--- src/rtl/evt_thr_pkg.sv ---
package evt_thr_pkg;

    // Width of the threshold configuration field
    localparam int THR_FIELD_W = 12;
    localparam int THR_FIELD_MAX = (1 << THR_FIELD_W) - 1;

    typedef enum logic [1:0] {
        CMP_NE = 2'd0,
        CMP_EQ = 2'd1,
        CMP_GE = 2'd2,
        CMP_LT = 2'd3
    } cmp_sel_e;

    typedef struct packed {
        logic [THR_FIELD_W-1:0] thresh;
        cmp_sel_e               cmp;
        logic                   unit;
    } thr_cfg_t;

endpackage

--- src/rtl/evt_thr_cfg.sv ---
module evt_thr_cfg
    import evt_thr_pkg::*;
#(
    parameter int THR_MAX = 255
) (
    input  logic     clk,
    input  logic     rst_n,
    input  logic     wr,
    input  thr_cfg_t wr_cfg,
    output thr_cfg_t cfg_q,
    output logic     err_q,
    output logic [THR_FIELD_W-1:0] cap
);

    localparam int CAP_INT = (THR_MAX > THR_FIELD_MAX) ? THR_FIELD_MAX :
                             ((THR_MAX < 0) ? 0 : THR_MAX);
    localparam logic [THR_FIELD_W-1:0] CAP = CAP_INT[THR_FIELD_W-1:0];

    typedef struct packed {
        thr_cfg_t cfg;
        logic     err;
    } cfg_st_t;

    cfg_st_t st_d, st_q;
    logic    reject;

    always_comb begin
        st_d   = st_q;
        reject = (wr_cfg.thresh > CAP);
        if (wr) begin
            st_d.err = reject;
            if (!reject) begin
                st_d.cfg = wr_cfg;
            end
        end
    end

    always_ff @(posedge clk) begin
        if (!rst_n) begin
            st_q <= '0;
        end else begin
            st_q <= st_d;
        end
    end

    assign cfg_q = st_q.cfg;
    assign err_q = st_q.err;
    assign cap   = CAP;


    rejected_cfg_kept_chk: assert property (@(posedge clk) disable iff (!rst_n)
        (wr && (wr_cfg.thresh > CAP)) |=> ($stable(cfg_q) && err_q));


    accepted_cfg_stored_chk: assert property (@(posedge clk) disable iff (!rst_n)
        (wr && (wr_cfg.thresh <= CAP)) |=> ((cfg_q == $past(wr_cfg)) && !err_q));

endmodule

--- src/rtl/evt_thr_qual.sv ---
module evt_thr_qual
    import evt_thr_pkg::*;
#(
    parameter int EVT_W = 8
) (
    input  logic [EVT_W-1:0] evt,
    input  thr_cfg_t         cfg,
    output logic [EVT_W-1:0] inc
);

    localparam int CMP_W = (EVT_W > THR_FIELD_W) ? EVT_W : THR_FIELD_W;

    logic [CMP_W-1:0] evt_x;
    logic [CMP_W-1:0] thr_x;
    logic             hit;

    always_comb begin
        evt_x = CMP_W'(evt);
        thr_x = CMP_W'(cfg.thresh);
        unique case (cfg.cmp)
            CMP_NE:  hit = (evt_x != thr_x);
            CMP_EQ:  hit = (evt_x == thr_x);
            CMP_GE:  hit = (evt_x >= thr_x);
            default: hit = (evt_x <  thr_x);
        endcase

        if (cfg.thresh == '0) begin
            inc = evt;
        end else if (!hit) begin
            inc = '0;
        end else if (cfg.unit) begin
            inc = EVT_W'(1);
        end else begin
            inc = evt;
        end
    end

endmodule

--- src/rtl/evt_thr_accum.sv ---
module evt_thr_accum #(
    parameter int ACC_W = 64,
    parameter int EVT_W = 8
) (
    input  logic             clk,
    input  logic             rst_n,
    input  logic             cnt_en,
    input  logic [EVT_W-1:0] inc,
    input  logic             load_en,
    input  logic [ACC_W-1:0] load_val,
    input  logic             ovf_clr,
    output logic [ACC_W-1:0] acc_q,
    output logic             ovf_q
);

    typedef struct packed {
        logic [ACC_W-1:0] acc;
        logic             ovf;
    } acc_st_t;

    acc_st_t        st_d, st_q;
    logic [ACC_W:0] sum;

    always_comb begin
        st_d = st_q;
        sum  = {1'b0, st_q.acc} + (ACC_W+1)'(inc);
        if (ovf_clr) begin
            st_d.ovf = 1'b0;
        end
        if (load_en) begin
            st_d.acc = load_val;
        end else if (cnt_en) begin
            st_d.acc = sum[ACC_W-1:0];
            if (sum[ACC_W]) begin
                st_d.ovf = 1'b1;
            end
        end
    end

    always_ff @(posedge clk) begin
        if (!rst_n) begin
            st_q <= '0;
        end else begin
            st_q <= st_d;
        end
    end

    assign acc_q = st_q.acc;
    assign ovf_q = st_q.ovf;


    preload_chk: assert property (@(posedge clk) disable iff (!rst_n)
        load_en |=> (acc_q == $past(load_val)));


    idle_hold_chk: assert property (@(posedge clk) disable iff (!rst_n)
        (!load_en && !cnt_en) |=> $stable(acc_q));


    ovf_sticky_chk: assert property (@(posedge clk) disable iff (!rst_n)
        (ovf_q && !ovf_clr) |=> ovf_q);


    ovf_cause_chk: assert property (@(posedge clk) disable iff (!rst_n)
        $rose(ovf_q) |-> $past(cnt_en && !load_en));

endmodule

--- src/rtl/evt_thresh_counter.sv ---
module evt_thresh_counter
    import evt_thr_pkg::*;
#(
    parameter int EVT_W   = 8,
    parameter int ACC_W   = 64,
    parameter int THR_MAX = 255
) (
    input  logic                   clk,
    input  logic                   rst_n,
    input  logic                   cnt_en,
    input  logic [EVT_W-1:0]       evt_count,
    input  logic                   cfg_wr,
    input  logic [THR_FIELD_W-1:0] cfg_thresh,
    input  logic [1:0]             cfg_cmp,
    input  logic                   cfg_unit,
    input  logic                   load_en,
    input  logic [ACC_W-1:0]       load_val,
    input  logic                   ovf_clr,
    output logic [ACC_W-1:0]       acc_out,
    output logic                   ovf_flag,
    output logic                   cfg_err,
    output logic [THR_FIELD_W-1:0] thresh_cap
);

    thr_cfg_t         wr_cfg;
    thr_cfg_t         cfg_q;
    logic [EVT_W-1:0] inc;

    always_comb begin
        wr_cfg.thresh = cfg_thresh;
        wr_cfg.cmp    = cmp_sel_e'(cfg_cmp);
        wr_cfg.unit   = cfg_unit;
    end

    evt_thr_cfg #(.THR_MAX(THR_MAX)) cfg_i (
        .clk    (clk),
        .rst_n  (rst_n),
        .wr     (cfg_wr),
        .wr_cfg (wr_cfg),
        .cfg_q  (cfg_q),
        .err_q  (cfg_err),
        .cap    (thresh_cap)
    );

    evt_thr_qual #(.EVT_W(EVT_W)) qual_i (
        .evt (evt_count),
        .cfg (cfg_q),
        .inc (inc)
    );

    evt_thr_accum #(.ACC_W(ACC_W), .EVT_W(EVT_W)) accum_i (
        .clk      (clk),
        .rst_n    (rst_n),
        .cnt_en   (cnt_en),
        .inc      (inc),
        .load_en  (load_en),
        .load_val (load_val),
        .ovf_clr  (ovf_clr),
        .acc_q    (acc_out),
        .ovf_q    (ovf_flag)
    );


    no_cap_reject_chk: assert property (@(posedge clk) disable iff (!rst_n)
        (cfg_wr && (thresh_cap == '0) && (cfg_thresh != '0)) |=> cfg_err);

endmodule

--- config.mk ---
export PLATFORM = sky130hd
export DESIGN_NAME = evt_thresh_counter
export DESIGN_NICKNAME = d
export VERILOG_FILES = /design/src/rtl/evt_thr_pkg.sv /design/src/rtl/evt_thr_cfg.sv /design/src/rtl/evt_thr_qual.sv /design/src/rtl/evt_thr_accum.sv /design/src/rtl/evt_thresh_counter.sv
export SDC_FILE = /design/constraint.sdc
export NUM_CORES = 1
export LEC_CHECK = 0
export ABC_AREA = 0
export BUFFER_PORTS_ARGS = -buffer_cell sky130_fd_sc_hd__buf_4
export CORE_ASPECT_RATIO = 1.4
export CORE_UTILIZATION = 56
export DETAILED_ROUTE_END_ITERATION = 6
export HOLD_SLACK_MARGIN = 0.08
export PLACE_DENSITY = 0.86
export RECOVER_POWER = 50
export SYNTH_ARGS = -nofsm -noshare
export SYNTH_HDL_FRONTEND = slang
export SYNTH_HIERARCHICAL = 1
export SYNTH_SLANG_ARGS = --single-unit
--- constraint.sdc ---
create_clock -name clk -period 12.45 [get_ports clk]
set_input_delay 2.49 -clock clk [delete_from_list [all_inputs] [get_ports clk]]
set_output_delay 2.49 -clock clk [all_outputs]
set_load 0.01 [all_outputs]
Word-level counts from Yosys, hierarchy flattened
Index checks and enable logic that the tools add are counted.
{"block": "op_classes", "magnitude_cmp": 3, "muxes": 9, "n_bitwise": 1, "eq_ne": 4, "n_addsub": 1, "reduce_logical": 4}
{"operator": "$add 64x8->65", "count": 1}
{"operator": "$mux 65", "count": 1}
{"operator": "$mux 64", "count": 1}
{"operator": "$mux 8", "count": 3}
{"operator": "$eq 8x12->1", "count": 1}
{"operator": "$ge 8x12->1", "count": 1}
{"operator": "$gt 12x8->1 const B", "count": 1}
{"operator": "$logic_not 12->1", "count": 1}
{"operator": "$lt 8x12->1", "count": 1}
{"operator": "$ne 8x12->1", "count": 1}
{"operator": "$mux 1", "count": 3}
{"operator": "$pmux 1 s3", "count": 1}
{"operator": "$eq 2x1->1 const B", "count": 1}
{"operator": "$eq 2x2->1 const B", "count": 1}
{"operator": "$logic_not 2->1", "count": 1}
{"operator": "$reduce_and 2->1", "count": 1}
{"operator": "$reduce_bool 2->1", "count": 1}
{"operator": "$not 1->1", "count": 1}
{"block": "totals", "out_inout_bits": 78, "inputBits": 93, "elab_cells": 28, "register_bits": 81}

Longest topological paths before layout
Gate-level depths: netlist of the first run.
{"block": "logic_depth", "ltp_word": 8, "mapped_depth": 18, "depth_no_buf": 16}

Hierarchy
Netlist of the first run, hierarchy kept.
{"mod": "evt_thr_accum", "cells_per_inst": 564, "seq_area_each_um2": 1301.2, "area_per_inst_um2": 4404.2, "instances": 1}
{"mod": "evt_thr_cfg", "cells_per_inst": 76, "seq_area_each_um2": 320.3, "area_per_inst_um2": 704.4, "instances": 1}
{"mod": "evt_thr_qual", "cells_per_inst": 54, "seq_area_each_um2": 0.0, "area_per_inst_um2": 390.4, "instances": 1}

Worst setup path before layout of the first run
Ideal clock, no wire load.
{"block": "synth_timing", "path_kind": "in2reg", "startpoint": "input port evt_count[7]", "endpoint": "register accum_i.st_q, in the netlist accum_i/acc_q[61]", "stages": 14, "setup_slack_ps": 6298, "n_path_buf": 1, "arrival_time_ps": 6034, "setup_time_ps": 118, "required_ps": 12332, "cell_sequence": "ha_1 > nand4_1 > or3_4 > or4b_1 > nand3_1 > a211oi_2 > and2_1 > ha_1 > nand3_1 > or3_1 > clkbuf_1 > a21o_2 > or4_1 > o2111a_1"}
{"block": "synth_via", "elab_chain_cells": 7, "elab_cells_between_ends": 11, "classes_between": "add/sub (1); order compare (2); eq/ne (2); mux (6)"}
{"item": "start: declaration", "line_no": "evt_thresh_counter.sv:11", "text": "input logic [EVT_W-1:0] evt_count,"}
{"item": "$lt 8x12->1 (tied with other cells)", "line_no": "evt_thr_qual.sv:24", "text": "default: hit = (evt_x < thr_x);"}
{"item": "$pmux 1 s3 *", "line_no": "evt_thr_qual.sv:20", "text": "unique case (cfg.cmp)"}
{"item": "$mux 8 *", "line_no": "evt_thr_qual.sv:29", "text": "end else if (!hit) begin"}
{"item": "$mux 8 *", "line_no": "evt_thr_qual.sv:27", "text": "if (cfg.thresh == '0) begin"}
{"item": "net inc[6]", "line_no": "evt_thresh_counter.sv:27", "text": "logic [EVT_W-1:0] inc;"}
{"item": "$add 64x8->65 *", "line_no": "evt_thr_accum.sv:26", "text": "sum = {1'b0, st_q.acc} + (ACC_W+1)'(inc);"}
{"item": "$mux 65 *", "line_no": "evt_thr_accum.sv:32", "text": "end else if (cnt_en) begin"}
{"item": "$mux 64 *", "line_no": "evt_thr_accum.sv:30", "text": "if (load_en) begin"}
{"item": "end signal: assignment", "line_no": "evt_thr_accum.sv:44", "text": "st_q <= st_d;"}
{"item": "end: declaration", "line_no": "evt_thr_accum.sv:21", "text": "acc_st_t st_d, st_q;"}
The timed path passes the listed nets; every way through them passes the cells marked *. The select of a mux whose other input is x is not followed.
A chain may end at the register's enable or synchronous reset.

==> impl_metrics.csv, run 1 <==
group,metric,value,unit
min_path,hold_path_end,"accum_i/ovf_q$_SDFF_PN0_",
status,violations,"capacitance limit, slew limit",
placed_design,dp_hpwl,12.62,mm
cts,cts_root_buffer,"clkbuf_16",
detailed_routing,wire_per_inst,18.26,µm
setup_path,cp_slowest_stage_delay,2.33,ns
die,die_x,85.75,µm
cts,cts_tree,"yes",
detailed_routing,drc,0,
cts,clk_path_buf_depth,2,
detailed_routing,drt_wl_total,17.46,mm
setup_path,r2r-end,"accum_i/acc_q[20]$_SDFFE_PN0P_",
setup_path,critPathLaunchType,"input pin",
timing,finalSetupViolations,0,
cts,clk_pin_slew,0.06,ns
placed_design,place_congestion,0.9087,
min_path,min_path_type,"flip-flop to flip-flop",
logic_synthesis,ys.flop_type,"dfxtp_1",
power,finalPower,0.7106,mW
logic_synthesis,synthCells,694,
finish,drive_gt1_frac,0.1638,
cts,cts_hold_buf,0,
setup_path,worstReg2RegStart,"cfg_i/cfg_q[14]$_SDFFE_PN0P_",
logic_synthesis,synth_xor_area_frac,0.01593,
finish,n_antenna_cell,0,
logic_synthesis,yosysSeqAreaShare,0.2949,
timing,tns,0,ns
cts,clkLatencyLatePin,0.34,ns
power,power_density,106.4,nW/µm²
timing,finalMaxSlewViolations,89,
global_route,grt_max_degree,104,
cts,numCtsBuffers,9,
setup_path,cp.arrival,7.06,ns
die,start_util,0.5781,
logic_synthesis,yosysWarningCount,6,
setup_path,crit_fanout,88,
die,dieArea,10230,µm²
global_route,grtUsageTotal,0.3338,
cts,cts_max_level,3,
placed_design,place_area,6586,µm²
cts,cts-resized-gates,0,
timing,fmax,0.1473,GHz
setup_path,path_class,"input pin to flip-flop",
timing,hold_viol,0,
setup_path,cp_num_buf_inv,2,
power,p_leak,2.396,nW
logic_synthesis,syn_avg_cell_area,7.924,µm²
logic_synthesis,yosys.area.top_type,"dfxtp_1",
logic_synthesis,yosysUniqueCellTypes,70,
logic_synthesis,synth_top_area_frac,0.2949,
logic_synthesis,synth_compound_area_frac,0.2346,
finish,syn_to_final_growth,21.48,%
detailed_routing,viasPerCell,6.597,
logic_synthesis,synth-simple-area-share,0.3199,
timing,rsz0062_at_grt,"false",
die,die_h,119.3,µm
setup_path,crit_path_end_kind,"flip-flop",
finish,layout.nets,930,
status,outcome,"finished with violations",
timing,worst_pin_slew,3.355,ns
timing,period_needed,6.787,ns
flow_run,maxCapViolations,1,
logic_synthesis,synth_area,5499,µm²
power,vdd_ir_drop_max,0.07014,mV
logic_synthesis,synthMuxAreaShare,0.02548,
finish,utilization,0.7023,
die,core_area,9512,µm²
logic_synthesis,synth_area_leaders,"dfxtp_1 29%, o21ai_0 5.2%, nand2_1 4.0%, or4_1 3.8%, a31oi_1 3.8%",
detailed_routing,drtIter0Drc,617,
setup_path,reg2regPathDepth,13,
cts,post_cts_buffers,0,
global_route,grt_overflow,0,
finish,design_area,6680,µm²
setup_path,crit_slowest_cell,"clkbuf_1",
cts,cts.sinks,81,
min_path,hold_depth,2,
global_route,grt_pass1_wl,27.25,mm
detailed_routing,dr.pass1.iters,5,
timing,timing.slew.headroom,-1.237,
global_route,grt_pass1_vias,5718,
logic_synthesis,synth_top_family_by_area,"simple AND/OR/NAND/NOR gates",
setup_path,cp_top_family,"buffers and inverters",
die,io_pins,171,
die,rows,42,
timing,fin_hold_ws,0.4721,ns
setup_path,critical_path_required,12.72,ns
logic_synthesis,synth_edf_count,0,
global_route,antenna_found_initial,0,
setup_path,reg2reg_slack,7.61,ns
placed_design,io_buffers,158,
logic_synthesis,yosys.area_share.adder,0.04005,
detailed_routing,dr_total_vias,6307,
min_path,hold_start,"accum_i/ovf_q$_SDFF_PN0_",
timing,fin_crit_sh,0.5451,
logic_synthesis,synthArstFlopShare,0,
timing,final.setup_skew,0.006779,ns
detailed_routing,ant_nets,0,
logic_synthesis,ys_ff_latch,81,
setup_path,crit_path_cell_trace,"clkbuf_1 -> inv_1 -> or3_1 -> nor4_1 -> nand4_1 -> nand3_1",
==> sequential cells by signal, indices dropped and copies added, names as in the netlist <==
name           count
accum_i/acc_q     64
accum_i/ovf_q      1
cfg_i/cfg_q       15
cfg_i/err_q        1
==> where the power goes <==
part	internal, mW	leakage, nW	switching [mW]
combinational	0.0574	1.57	0.0692
sequential	0.275	0.670	0.0250
clock	0.180	0.153	0.104
total	0.512	2.40	0.198
==> placed cells by master (no fill, tap or decap), drive strengths merged, types with 18 or more instances in the layout <==
cell type / n
buf: 101
o21ai: 57
nand3: 38
o31ai: 22
or3: 18
or4: 31
nand4: 30
a21oi: 24
a31oi: 33
nand2: 59
nor2: 28
dfxtp: 81
clkbuf: 70
==> metrics by stage <==
step | setup WS [ns] | std cells
after floorplan | 6.298 | 704
after global placement | 5.797 | 941
after CTS | 5.975 | 956
final | 5.663 | 956
after detailed placement | 5.649 | 941
after global routing | 5.099 | 956
==> cell families after synthesis <==
group / Yosys count
DFF: 81
AOI/OAI and AO/OA: 196
other: 2
muxes: 14
and+or+nand+nor: 303
adders and majority gates: 17
xor gates and xnor gates: 10
buffers and inverters: 71
==> cells in the mapped netlist, drive strengths merged (17+ instances only) <==
library cell	number
o31ai	22
nor2	28
and4	17
dfxtp	81
or4	31
inv	17
a21oi	24
buf	21
clkbuf	33
nand2	59
or3	18
nand3	38
o21ai	57
a31oi	33
nand4	30
==> layout make-up <==
type | count | area, µm²
clock buffers | 12 | 246.5
inverters | 17 | 63.81
flip-flops and latches | 81 | 1622
multi-input cells | 552 | 3542
repair buffers | 159 | 975.9
fillers | 838 | 2831
well taps | 132 | 165.2
clock inverters | 3 | 65.06
==> per-layer routing <==
layer	wire length [µm]	vias up	track usage	part of all wire
li1	-	2943	-	-
met1	6544	2927	0.3850	0.37
met2	8669	368	0.5640	0.50
met5	0	-	0	0
met3	1518	69	0.07831	0.087
met4	726	0	0.1802	0.042
==> worst reg2reg max path: cells and delay by family (launching register included) <==
family          cells  cell delay, ns
compound gates      4            1.52
simple gates        7            2.42
buf+inv             1            0.06
flops               1            0.31
fa+ha+maj           1            0.45
==> how the worst max path moves through the flow <==
stage,startpoint,to,depth (start not counted)
global placement,evt_count[7],accum_i/acc_q[36]$_SDFFE_PN0P_,15
finish,rst_n,accum_i/acc_q[58]$_SDFFE_PN0P_,6
floorplan,evt_count[7],accum_i/acc_q[61]$_SDFFE_PN0P_,14
CTS,evt_count[7],accum_i/acc_q[48]$_SDFFE_PN0P_,15
global route,rst_n,accum_i/acc_q[58]$_SDFFE_PN0P_,6
detailed placement,evt_count[7],accum_i/acc_q[59]$_SDFFE_PN0P_,14
No activity file was read; power rests on OpenSTA's default activity.
==> run 2, diff against run 1 <==
--- a/config.mk
+++ b/config.mk
@@ -8,10 +8,10 @@
 export ABC_AREA = 0
 export BUFFER_PORTS_ARGS = -buffer_cell sky130_fd_sc_hd__buf_4
 export CORE_ASPECT_RATIO = 1.4
-export CORE_UTILIZATION = 56
+export CORE_UTILIZATION = 52
 export DETAILED_ROUTE_END_ITERATION = 6
 export HOLD_SLACK_MARGIN = 0.08
-export PLACE_DENSITY = 0.86
+export PLACE_DENSITY = 0.81
 export RECOVER_POWER = 50
 export SYNTH_ARGS = -nofsm -noshare
 export SYNTH_HDL_FRONTEND = slang
==> constraint.sdc (replaced) <==
create_clock -name clk -period 6.4 [get_ports clk]
set_input_delay 1.28 -clock clk [delete_from_list [all_inputs] [get_ports clk]]
set_output_delay 1.28 -clock clk [all_outputs]
set_load 0.01 [all_outputs]
==> impl_metrics.csv, run 2 (same netlist as run 1, synthesis figures left out) <==
group,metric,value,unit
status,outcome,"finished clean",
die,rows,44,
setup_path,r2r-end,"accum_i/acc_q[26]$_SDFFE_PN0P_",
cts,post_cts_buffers,0,
global_route,grt_max_degree,89,
cts,cts.sinks,81,
power,finalPower,1.357,mW
setup_path,worstSetupEndpoint,"accum_i/acc_q[26]$_SDFFE_PN0P_",
power,p_leak,2.400,nW
finish,layout.nets,932,
timing,tns,0,ns
detailed_routing,drc,0,
detailed_routing,dr.pass1.iters,7,
finish,final_cell_mix,"104 x buf_4, 81 x dfxtp_1, 58 x nand2_1, 58 x clkbuf_1, 57 x o21ai_0",
cts,cts_root_buffer,"clkbuf_16",
finish,design_area,6693,µm²
timing,hold_viol,0,
setup_path,path_class,"input pin to flip-flop",
die,core_area,10350,µm²
die,die_h,123.7,µm
finish,layout_commonest_cell,"buf_4",
setup_path,critPathLaunchType,"input pin",
placed_design,place_congestion,0.8961,
finish,fill_cells,953,
setup_path,cp.arrival,5.51,ns
timing,fin_hold_ws,0.4691,ns
timing,rsz0062_at_grt,"false",
setup_path,reg2regPathDepth,13,
min_path,min_path_type,"flip-flop to flip-flop",
global_route,grtUsageTotal,0.3151,
global_route,grt_overflow,0,
timing,timing.slew.headroom,0.2677,
setup_path,critical_path_required,6.67,ns
placed_design,io_buffers,158,
die,die_x,88.91,µm
setup_path,crit_fanout,7,
detailed_routing,drtIter0Drc,674,
placed_design,place_area,6609,µm²
placed_design,post-place-ws,0.8715,ns
detailed_routing,viasPerCell,6.520,
global_route,grt_pass1_wl,27.01,mm
timing,fmax,0.1907,GHz
detailed_routing,dr_total_vias,6292,
timing,finalSetupViolations,0,
setup_path,worstReg2RegStart,"cfg_i/cfg_q[8]$_SDFFE_PN0P_",
die,io_pins,171,
setup_path,crit_path_start,"evt_count[7]",
cts,cts_max_level,3,
power,vdd_ir_drop_max,0.1679,mV
cts,numCtsBuffers,9,
timing,period_needed,5.243,ns
finish,syn_to_final_growth,21.71,%
finish,instances_no_fill,965,
timing,finalMaxSlewViolations,0,
cts,cts_tree,"yes",
timing,setup_slack,1.157,ns
setup_path,reg2reg_slack,1.66,ns
placed_design,dp_cells,949,
finish,drive_gt1_frac,0.1693,
die,dieArea,11000,µm²
timing,fin_crit_sh,0.8193,
global_route,grt_pass1_vias,5674,
timing,worst_pin_slew,1.088,ns
detailed_routing,ant_nets,0,
die,start_util,0.5313,
global_route,antenna_found_initial,0,
cts,clk_path_buf_depth,2,
finish,utilization,0.6466,
cts,cts-resized-gates,0,
cts,clkLatencyLatePin,0.34,ns
flow_run,maxCapViolations,0,
finish,largest_reg_flops,64,
setup_path,crit_path_end_kind,"flip-flop",
detailed_routing,drt_wl_total,17.37,mm
cts,cts_hold_buf,0,
power,power_density,202.7,nW/µm²
finish,n_antenna_cell,0,
detailed_routing,wire_per_inst,18.00,µm
placed_design,dp_hpwl,12.76,mm
timing,final.setup_skew,0.005448,ns
cts,clk_pin_slew,0.06,ns
## run 2: cell types whose count changed in the layout (fill, tap and decap cells not counted), sizes merged
cell      delta
buf          +3
bufinv       -1
clkbuf       -2
clkinv       +1
clkinvlp     +2
## run 2: how the worst min path moves through the flow
stage	startpoint	to	slack (ns)	cells after the start
finish	cfg_i/cfg_q[7]$_SDFFE_PN0P_	cfg_i/cfg_q[7]$_SDFFE_PN0P_	0.47	2
global route	cfg_i/cfg_q[14]$_SDFFE_PN0P_	cfg_i/cfg_q[14]$_SDFFE_PN0P_	0.50	1
CTS	cfg_i/cfg_q[6]$_SDFFE_PN0P_	cfg_i/cfg_q[6]$_SDFFE_PN0P_	0.47	2
detailed placement	cfg_i/cfg_q[6]$_SDFFE_PN0P_	cfg_i/cfg_q[6]$_SDFFE_PN0P_	0.47	2
global placement	cfg_i/cfg_q[6]$_SDFFE_PN0P_	cfg_i/cfg_q[6]$_SDFFE_PN0P_	0.45	2
floorplan	cfg_i/cfg_q[0]$_SDFFE_PN0P_	cfg_i/cfg_q[0]$_SDFFE_PN0P_	0.43	2
## run 2: cell type report
| class | count | area [µm²] | share of cell area |
|---|---|---|---|
| Multi-Input combinational cell | 552 | 3542 | 0.5293 |
| Sequential cell | 81 | 1622 | 0.2423 |
| Timing Repair Buffer | 161 | 994.7 | 0.1486 |
| Clock buffer | 11 | 242.7 | 0.03627 |
| Tap cell | 138 | 172.7 | 0.02580 |
| Inverter | 17 | 63.81 | 0.009534 |
| Clock inverter | 5 | 55.05 | 0.008226 |
## run 2: report_power, final
part / internal, mW / switching (mW) / leakage [nW] / total (mW)
combinational: 0.111 / 0.134 / 1.59 / 0.245
clock: 0.312 / 0.216 / 0.142 / 0.527
sequential: 0.535 / 0.0488 / 0.670 / 0.584
total: 0.958 / 0.398 / 2.40 / 1.36
## run 2: layer usage
layer	GRT usage	up-vias	wire, µm
li1	-	2939	-
met1	0.3575	2891	6535
met2	0.5317	387	8367
met3	0.06627	75	1600
met4	0.1986	0	869
met5	0	-	0
## run 2: critical path, stage by stage
cell and delay (ns):
buf_4 0.11, ha_1 0.31, nand4_1 0.17, or3_4 0.43, nand4b_1 0.13, nand3_1 0.09
a211oi_2 0.36, and2_1 0.23, inv_1 0.08, fa_1 0.46, nand2b_1 0.18, a211o_1 0.34
a2111oi_1 0.94, a211oi_1 0.20, nor3_1 0.21
==> run 3, diff against run 2 <==
==> constraint.sdc (replaced) <==
create_clock -name clk -period 4.9 [get_ports clk]
set_input_delay 0.98 -clock clk [delete_from_list [all_inputs] [get_ports clk]]
set_output_delay 0.98 -clock clk [all_outputs]
set_load 0.01 [all_outputs]
==> impl_metrics.csv, run 3 (same netlist as run 1, synthesis figures left out) <==
group,metric,value,unit
status,outcome,"finished with violations",
status,violations,"capacitance limit, slew limit",
setup_path,crit_path_cell_trace,"buf_4 -> ha_1 -> nand4_1 -> or3_4 -> or4b_1 -> nand3_1 -> a211oi_2 -> and2_1 -> ha_1 -> nand3_1 -> or3_1 -> buf_4 -> a2111oi_1 -> buf_4 -> and4_1 -> a211oi_1",
detailed_routing,dr.pass1.iters,7,
cts,cts_tree,"yes",
detailed_routing,ant_nets,0,
power,p_switching,0.5147,mW
finish,syn_to_final_growth,24.55,%
cts,clkLatencyLatePin,0.35,ns
finish,final_cell_mix,"115 x buf_4, 81 x dfxtp_1, 61 x clkbuf_1",
power,seqPwrFrac,0.414,
setup_path,reg2reg_slack,0.44,ns
setup_path,crit_fanout,7,
setup_path,cp_top_family,"simple AND/OR/NAND/NOR gates",
timing,finalSetupViolations,0,
setup_path,cp_num_buf_inv,3,
timing,tns,0,ns
die,io_pins,171,
cts,cts_max_level,3,
cts,cts.sinks,81,
cts,numCtsBuffers,9,
die,core_area,10350,µm²
cts,cts_root_buffer,"clkbuf_16",
timing,fmax,0.2107,GHz
power,power_density,269.4,nW/µm²
timing,fin_crit_sh,0.9685,
finish,fill_cells,971,
setup_path,crit_path_end_kind,"flip-flop",
detailed_routing,viasPerCell,6.438,
die,die_x,88.91,µm
timing,finalMaxSlewViolations,88,
finish,instances_no_fill,979,
setup_path,critical_path_required,5.12,ns
setup_path,reg2regPathDepth,14,
die,start_util,0.5313,
finish,multiInputGateArea,3558,µm²
placed_design,post-place-ws,-0.1490,ns
timing,period_needed,4.746,ns
placed_design,dp_cells,963,
setup_path,worst-path-stages,16,
detailed_routing,drt_wl_total,18.02,mm
min_path,min_path_type,"flip-flop to flip-flop",
timing,timing.slew.headroom,-1.183,
setup_path,path_class,"input pin to flip-flop",
global_route,antenna_found_initial,0,
setup_path,crit_top_cell,"buf_4",
global_route,grt_pass1_vias,5750,
placed_design,dp_hpwl,13.17,mm
timing,setup_slack,0.1543,ns
finish,largest_reg_flops,64,
global_route,grt_pass1_wl,27.69,mm
finish,layout_commonest_cell,"buf_4",
timing,hold_viol,0,
min_path,hold_depth,2,
die,dieArea,11000,µm²
placed_design,io_buffers,158,
die,rows,44,
power,p_sw_frac,0.2789,
detailed_routing,wire_per_inst,18.41,µm
timing,final.setup_skew,0.007552,ns
die,die_h,123.7,µm
power,power_frac_clock,0.403,
setup_path,crit_slowest_cell,"a2111oi_1",
cts,clk_pin_slew,0.06,ns
power,p_leak,2.485,nW
detailed_routing,drc,0,
power,vdd_ir_drop_max,0.1826,mV
flow_run,maxCapViolations,1,
setup_path,cp.arrival,4.96,ns
finish,drive_gt1_frac,0.1831,
setup_path,critPathLaunchType,"input pin",
global_route,grt_overflow,0,
finish,n_antenna_cell,0,
global_route,grtUsageTotal,0.3244,
power,combPwrFrac,0.183,
detailed_routing,dr_total_vias,6303,
finish,layout.nets,946,
finish,seq_area,1622,µm²
timing,worst_pin_slew,3.275,ns
setup_path,cp_slowest_stage_delay,0.52,ns
cts,clk_path_buf_depth,2,
detailed_routing,drtIter0Drc,538,
timing,rsz0062_at_grt,"false",
global_route,grt_max_degree,88,
power,p_int,1.331,mW
placed_design,place_congestion,0.8769,
==> run 3: cell count changes in the layout (fill, tap and decap cells not counted), moves of 2 or more <==
cell	delta
clkinv_2	-2
clkinvlp_4	-2
clkbuf_1	+3
buf_4	+11
==> run 3: worst paths after layout <==
kind,from,endpoint
setup reg to reg,cfg_i/cfg_q[14]$_SDFFE_PN0P_,accum_i/acc_q[20]$_SDFFE_PN0P_
setup / recovery,evt_count[7],accum_i/acc_q[63]$_SDFFE_PN0P_
hold / removal,cfg_i/cfg_q[6]$_SDFFE_PN0P_,cfg_i/cfg_q[6]$_SDFFE_PN0P_
hold reg to reg,cfg_i/cfg_q[6]$_SDFFE_PN0P_,cfg_i/cfg_q[6]$_SDFFE_PN0P_
==> run 3: cell type report <==
cell class | instances | share of cell area
Clock buffer | 14 | 0.03855
Clock inverter | 2 | 0.008769
Inverter | 17 | 0.009317
Multi-Input combinational cell | 552 | 0.5195
Sequential cell | 81 | 0.2368
Tap cell | 138 | 0.02521
Timing Repair Buffer | 175 | 0.1619
==> run 3: power by group through the flow <==
stage | Sequential, mW | Combinational (mW) | Clock [mW]
after CTS | 0.762 | 0.358 | 0.749
after floorplan | 0.773 | 0.183 | 0
after global placement | 0.774 | 0.345 | 0
after detailed placement | 0.776 | 0.355 | 0
after global routing | 0.770 | 0.371 | 0.774
final | 0.764 | 0.338 | 0.743
==> run 3: layer usage <==
layer  global-route usage  part of all wire
met2               0.5596              0.50
met4               0.1734             0.039
met3              0.05832             0.072
met5                    0                 0
met1               0.3764              0.39
==> run 3: through the flow <==
step | instance area, µm² | power (mW) | util | hold slack [ns]
after floorplan | 5537 | 0.9563 | - | 0.4350
after global placement | 6726 | 1.119 | 0.6499 | 0.4550
after detailed placement | 6726 | 1.131 | 0.6499 | 0.4614
after CTS | 7051 | 1.869 | 0.6812 | 0.4704
after global routing | 6849 | 1.915 | 0.6618 | 0.4946
final | 6849 | 1.845 | 0.6618 | 0.4685
==> run 3: tightest hold or removal path, stage by stage, from the launching register on <==
cell and delay [ns]:
dfxtp_1 0.32, nand2_1 0.05, mux2i_1 0.05
==> run 3: what timing repair did <==
action | CTS | global route
hold buffers | 0 | 0
gates resized for setup | 0 | 4
hold endpoints to repair | 0 | 0
setup buffers | 0 | 0
setup endpoints to repair | 0 | 5
